**src/rtl/fifo_thresh_irq_pkg.sv**
```systemverilog
package fifo_thresh_irq_pkg;
  // log2 of the word size in bytes for a width code
  function automatic int unsigned width_shift(logic [1:0] w);
    case (w)
      2'd0:    return 0;
      2'd1:    return 1;
      default: return 2;
    endcase
  endfunction
endpackage

```
**src/rtl/fti_fifo.sv**
```systemverilog
module fti_fifo #(
  parameter int DATA_W  = 32,
  parameter int ENTRIES = 16,
  localparam int PW = $clog2(ENTRIES),
  localparam int LW = PW + 1
) (
  input  logic              clk_i,
  input  logic              rst_ni,
  input  logic              flush_i,
  input  logic [LW-1:0]     depth_i,
  input  logic              push_i,
  input  logic [DATA_W-1:0] data_i,
  input  logic              pop_i,
  output logic [DATA_W-1:0] data_o,
  output logic [LW-1:0]     level_o
);
  logic [DATA_W-1:0] mem [ENTRIES];
  logic [PW-1:0]     wr_q, rd_q;
  logic [LW-1:0]     level_q;
  logic              full, empty, push_ok, pop_ok;

  function automatic logic [PW-1:0] nxt(logic [PW-1:0] p, logic [LW-1:0] d);
    if ({1'b0, p} == d - LW'(1)) return '0;
    return p + PW'(1);
  endfunction

  assign full    = (level_q == depth_i);
  assign empty   = (level_q == '0);
  assign push_ok = push_i & ~flush_i & (~full | pop_i);
  assign pop_ok  = pop_i & ~flush_i & ~empty;

  always_ff @(posedge clk_i or negedge rst_ni) begin
    if (!rst_ni) begin
      wr_q    <= '0;
      rd_q    <= '0;
      level_q <= '0;
    end else if (flush_i) begin
      wr_q    <= '0;
      rd_q    <= '0;
      level_q <= '0;
    end else begin
      if (push_ok) wr_q <= nxt(wr_q, depth_i);
      if (pop_ok)  rd_q <= nxt(rd_q, depth_i);
      level_q <= level_q + LW'(push_ok) - LW'(pop_ok);
    end
  end

  always_ff @(posedge clk_i) begin
    if (push_ok) mem[wr_q] <= data_i;
  end

  assign data_o  = empty ? '0 : mem[rd_q];
  assign level_o = level_q;
endmodule

```
**src/rtl/fti_rx_thresh.sv**
```systemverilog
module fti_rx_thresh #(
  parameter int LW = 5
) (
  input  logic [LW-1:0] level_i,
  input  logic [LW-1:0] depth_i,
  input  logic [1:0]    mode_i,
  output logic          irq_o
);
  logic [LW-1:0] half;
  assign half = depth_i >> 1;

  always_comb begin
    case (mode_i)
      2'd0:    irq_o = (level_i == '0);
      2'd1:    irq_o = (level_i != '0);
      2'd2:    irq_o = (level_i >= half);
      default: irq_o = (level_i == depth_i);
    endcase
  end
endmodule

```
**src/rtl/fti_tx_thresh.sv**
```systemverilog
module fti_tx_thresh #(
  parameter int LW = 5
) (
  input  logic [LW-1:0] level_i,
  input  logic [LW-1:0] depth_i,
  input  logic [1:0]    mode_i,
  input  logic          busy_i,
  output logic          irq_o
);
  logic [LW-1:0] half, free;
  assign half = depth_i >> 1;
  assign free = depth_i - level_i;

  always_comb begin
    case (mode_i)
      2'd0:    irq_o = (level_i == '0) & ~busy_i;
      2'd1:    irq_o = (level_i == '0);
      2'd2:    irq_o = (free >= half);
      default: irq_o = (free != '0);
    endcase
  end
endmodule

```
**src/rtl/fifo_thresh_irq.sv**
```systemverilog
module fifo_thresh_irq
  import fifo_thresh_irq_pkg::*;
#(
  parameter int FIFO_BYTES = 16,
  parameter int DATA_W     = 32,
  localparam int LW = $clog2(FIFO_BYTES) + 1
) (
  input  logic              clk_i,
  input  logic              rst_ni,
  input  logic [1:0]        width_sel_i,
  input  logic [1:0]        rx_mode_i,
  input  logic [1:0]        tx_mode_i,
  input  logic              fault_en_i,
  input  logic              tx_push_i,
  input  logic [DATA_W-1:0] tx_wdata_i,
  input  logic              tx_pop_i,
  input  logic              tx_busy_i,
  output logic [DATA_W-1:0] tx_rdata_o,
  input  logic              rx_push_i,
  input  logic [DATA_W-1:0] rx_wdata_i,
  input  logic              rx_pop_i,
  output logic [DATA_W-1:0] rx_rdata_o,
  input  logic              ovf_clr_i,
  output logic [LW-1:0]     tx_level_o,
  output logic [LW-1:0]     rx_level_o,
  output logic              rx_empty_o,
  output logic              rx_ovf_o,
  output logic              tx_irq_o,
  output logic              rx_irq_o,
  output logic              fault_irq_o
);
  logic [1:0]        width_q;
  logic              flush;
  logic [LW-1:0]     depth;
  logic [DATA_W-1:0] wmask;
  logic              ovf_q, rx_drop;

  assign flush = (width_sel_i != width_q);
  assign depth = LW'(FIFO_BYTES >> width_shift(width_q));

  always_comb begin
    case (width_q)
      2'd0:    wmask = DATA_W'({8{1'b1}});
      2'd1:    wmask = DATA_W'({16{1'b1}});
      default: wmask = '1;
    endcase
  end

  always_ff @(posedge clk_i or negedge rst_ni) begin
    if (!rst_ni) width_q <= '0;
    else         width_q <= width_sel_i;
  end

  fti_fifo #(.DATA_W(DATA_W), .ENTRIES(FIFO_BYTES)) u_tx_fifo (
    .clk_i   (clk_i),
    .rst_ni  (rst_ni),
    .flush_i (flush),
    .depth_i (depth),
    .push_i  (tx_push_i),
    .data_i  (tx_wdata_i & wmask),
    .pop_i   (tx_pop_i),
    .data_o  (tx_rdata_o),
    .level_o (tx_level_o)
  );

  fti_fifo #(.DATA_W(DATA_W), .ENTRIES(FIFO_BYTES)) u_rx_fifo (
    .clk_i   (clk_i),
    .rst_ni  (rst_ni),
    .flush_i (flush),
    .depth_i (depth),
    .push_i  (rx_push_i),
    .data_i  (rx_wdata_i & wmask),
    .pop_i   (rx_pop_i),
    .data_o  (rx_rdata_o),
    .level_o (rx_level_o)
  );

  fti_tx_thresh #(.LW(LW)) u_tx_thr (
    .level_i (tx_level_o),
    .depth_i (depth),
    .mode_i  (tx_mode_i),
    .busy_i  (tx_busy_i),
    .irq_o   (tx_irq_o)
  );

  fti_rx_thresh #(.LW(LW)) u_rx_thr (
    .level_i (rx_level_o),
    .depth_i (depth),
    .mode_i  (rx_mode_i),
    .irq_o   (rx_irq_o)
  );

  // discarded receive word: full, no pop freeing a slot, not flushing
  assign rx_drop = rx_push_i & ~rx_pop_i & ~flush & (rx_level_o == depth);

  always_ff @(posedge clk_i or negedge rst_ni) begin
    if (!rst_ni)        ovf_q <= 1'b0;
    else if (rx_drop)   ovf_q <= 1'b1;
    else if (ovf_clr_i) ovf_q <= 1'b0;
  end

  assign rx_ovf_o    = ovf_q;
  assign fault_irq_o = ovf_q & fault_en_i;
  assign rx_empty_o  = (rx_level_o == '0);
endmodule

```
**config.mk**
```make
export PLATFORM = sky130hd
export DESIGN_NAME = fifo_thresh_irq
export DESIGN_NICKNAME = d
export VERILOG_FILES = /design/src/rtl/fifo_thresh_irq_pkg.sv /design/src/rtl/fti_fifo.sv /design/src/rtl/fti_rx_thresh.sv /design/src/rtl/fti_tx_thresh.sv /design/src/rtl/fifo_thresh_irq.sv
export SDC_FILE = /design/constraint.sdc
export NUM_CORES = 1
export LEC_CHECK = 0
export BUFFER_PORTS_ARGS = -buffer_cell sky130_fd_sc_hd__clkbuf_2
export CORE_ASPECT_RATIO = 0.9
export CORE_MARGIN = 8
export CORE_UTILIZATION = 37
export CTS_CLUSTER_SIZE = 20
export DETAILED_ROUTE_END_ITERATION = 12
export GPL_TIMING_DRIVEN = 0
export PLACE_DENSITY = 0.51
export SETUP_SLACK_MARGIN = 0.4
export SLEW_MARGIN = 10
export SYNTH_ARGS = -nofsm -noshare
export SYNTH_HDL_FRONTEND = slang
export SYNTH_SLANG_ARGS = --single-unit
export TNS_END_PERCENT = 100
```
**constraint.sdc**
```tcl
create_clock -name clk_i -period 4.75 [get_ports clk_i]
set_input_delay 1.425 -clock clk_i [delete_from_list [all_inputs] [get_ports clk_i]]
set_output_delay 1.425 -clock clk_i [all_outputs]
set_load 0.1 [all_outputs]
```
==> run metrics <==
outcome=finished, final reports clean; minimum clock period=4333 ps; WL final=109700 um; Post-synth ARST share=2.754%; Core ar.=111300 um2; yosys warns=0; CP Class=reg2out; leading cell type in the layout, fill and taps excluded=edfxtp_1; most frequent cells in the layout=edfxtp_1, mux4_2, clkbuf_16, mux2i_1, clkbuf_2; first-pass GRT wire length=157100 um; Routed Antenna Nets=0; unrepaired setup endpoints after global routing=true; # Max-Cap Violations=0; mux cell area share after synthesis=15.94%; WP data arrival=2910 ps; Max Freq=230.8 MHz; Die Y=334.0 um; Simple-Gate Fraction of Synth Area=2.931%; routed wire length per instance=28.17 um; Synth Area in Compound Gates=2.549%; nets=2441; Hold Crit Class=reg2reg; Final Hold Fails=0; die width=369.3 um; starting density of the core=37.35%; FF+latch count, synth=1053; peak supply drop=0.2885 mV; Root Buffer=clkbuf_16; Fin Clk Skew=43.20 ps; Rows=116; Clk network pwr share=42.0%; post-synthesis sequential area ratio=75.70%; Seq. cell area=31500 um2; drt via density=5.386; Critical Path RT=3320 ps; vias in the first global route=22105; Mapped Area=41580 um2; most common flop cell mapped by yosys=edfxtp_1; PortBufs=157; drt drc=0; Sink Count=1053; fillcell total=9340; Mapped Cells=1980; drt first pass iters=7; fin. max-slew vios=0; CP Max Fanout=4; largest net degree at the start of global routing=33; Via Count=20967; Clock Latency Late Sink=710 ps; post-synth top area cell=edfxtp_1; Multi-input gate area=10370 um2; Finished Core Util=45.74%; Combinational Power Share=7.9%; Remaining Overflow, GRT=0; LEAKAGE=16.42 nW; largest family of logic cells by synthesized area=multiplexers; Clock Tree Buf Depth=3; crit end category=primary output; Post-Synth XOR/XNOR Area=0.3581%; Slew headroom=33.17%; Internal=0.01572 W; largest cells by area after synthesis=edfxtp_1, mux4_2, mux2i_1; H-tree levels=3; global router's overall resource usage=17.52%; Setup violations, final=0; 1st-iter DRT viols=1792; Pwr per Cell Area=402.2 nW/um2; syn avg cell area=21.00 um2; TritonCTS Buffers=110; top-area cell type share of the netlist area=73.96%; Flop pwr share=50.1%; Clock transition at path regs=60 ps; die footprint=123400 um2; Area growth syn-to-layout=22.47%; syn_nets=2095; adder-cell share of the synthesized area=1.120%; setup TNS=0 ps; WHS=567.1 ps; kind of start point of the critical path=register; Synth cell types=58; CTS tree=built; share of layout cells above drive strength 1=36.67%; # IOs=158; final period utilization=91.22%; Post-synth EDFFs=1024; NetSw=0.004761 W; Switching Fraction=23.25%; Placer Congestion=0.7471; hpwl dp=70170 um; worst slew pin tran=1000 ps; initial antenna violation count=5; setup slack, reg-to-reg=1310 ps
## registers in the layout, indices dropped and copies added (netlist names)
register / flops
u_rx_fifo.mem: 512
u_tx_fifo.rd_q: 4
u_rx_fifo.rd_q: 4
u_tx_fifo.level_o: 5
u_tx_fifo.wr_q: 4
rx_ovf_o: 1
u_tx_fifo.mem: 512
width_q: 2
u_rx_fifo.level_o: 5
u_rx_fifo.wr_q: 4
## Yosys cell counts, drive strengths merged, types with 3 or more instances
cell type,number
and2,46
a32oi,6
buf,57
nand4,6
xor2,8
inv,28
nor4,3
and3,15
o22ai,51
nor3b,6
a21o,4
nand2,38
a311oi,9
a22oi,11
ha,34
o31ai,4
o211ai,6
nand4b,3
o21a,4
xnor2,9
a21oi,21
clkbuf,48
a31oi,3
mux2i,120
or3,3
o21ai,18
nand2b,3
edfxtp,1024
nand3,19
mux4,241
a211oi,10
dfrtp,29
nor2,35
nor3,9
nor2b,27
## per-layer routing
metal / global-route usage, % / part of all wire (%)
met1: 24.94 / 45
met2: 28.06 / 47
met3: 2.945 / 5.0
met4: 4.615 / 2.5
met5: 0 / 0.020
## power groups by stage
stage	Sequential (W)	Combinational [W]	Clock (W)
2_1_floorplan	0.0105	0.000973	0
3_3_place_gp	0.0105	0.00138	0
3_5_place_dp	0.0105	0.00141	0
4_1_cts	0.0103	0.00162	0.00878
5_1_grt	0.0103	0.00171	0.00910
6_report	0.0103	0.00163	0.00859
## final timing paths
check / cells after the start / endpoint / from
max in group asynchronous: 1 / u_tx_fifo.level_o[3] / rst_ni
hold / removal: 2 / rx_ovf_o / rx_ovf_o
setup / recovery: 9 / tx_irq_o / u_tx_fifo.level_o[2]
min in group asynchronous: 1 / rx_ovf_o / rst_ni
setup reg to reg: 16 / u_tx_fifo.level_o[4] / width_q[1]
hold reg to reg: 2 / rx_ovf_o / rx_ovf_o
## layout make-up
cell class,instances,area share [%]
flip-flops and latches,1053,61.85
multi-input cells,794,20.37
clock buffers,126,5.607
repair buffers,234,4.745
well taps,1475,3.624
plain buffers,105,2.012
clock inverters,76,1.523
inverters,28,0.2580
diodes,2,0.009829
## metrics by stage
stage | setup WS, ps | std cells | area [um2] | power (W)
after floorplan | -511.7 | 1980 | 42020 | 0.01145
after global routing | 314.7 | 3892 | 50920 | 0.02106
after global placement | -3897 | 3612 | 44660 | 0.01184
after CTS | 296.1 | 3887 | 50750 | 0.02065
final | 417.1 | 3893 | 50920 | 0.02048
after detailed placement | -795.2 | 3664 | 45690 | 0.01187
## cell families (layout without fill, tap and decap cells)
kind of cell / after synthesis / after routing
simple gates: 223 / 223
other cells: 0 / 2
buf+inv: 133 / 569
mux: 361 / 361
flops: 1053 / 1053
xor+xnor: 17 / 17
compound gates: 157 / 157
fa+ha+maj: 36 / 36
## repair_timing
item / 4_1_cts / 5_1_grt
cloned: 3 / 0
buffers inserted: 18 / 4
pin swaps: 15 / 6
resized for setup: 361 / 41
endpoints found under the setup margin: 66 / 53
hold buffers: 0 / 0
## worst max-delay path: stages (launching register included)
cell and delay, ps:
dfrtp_4 490, inv_4 90, ha_4 220, a31oi_4 200
xnor2_4 160, ha_1 260, o21a_1 130, o32ai_4 270
a31oi_4 170, clkbuf_16 230
Power figures use the tool's default switching activity.
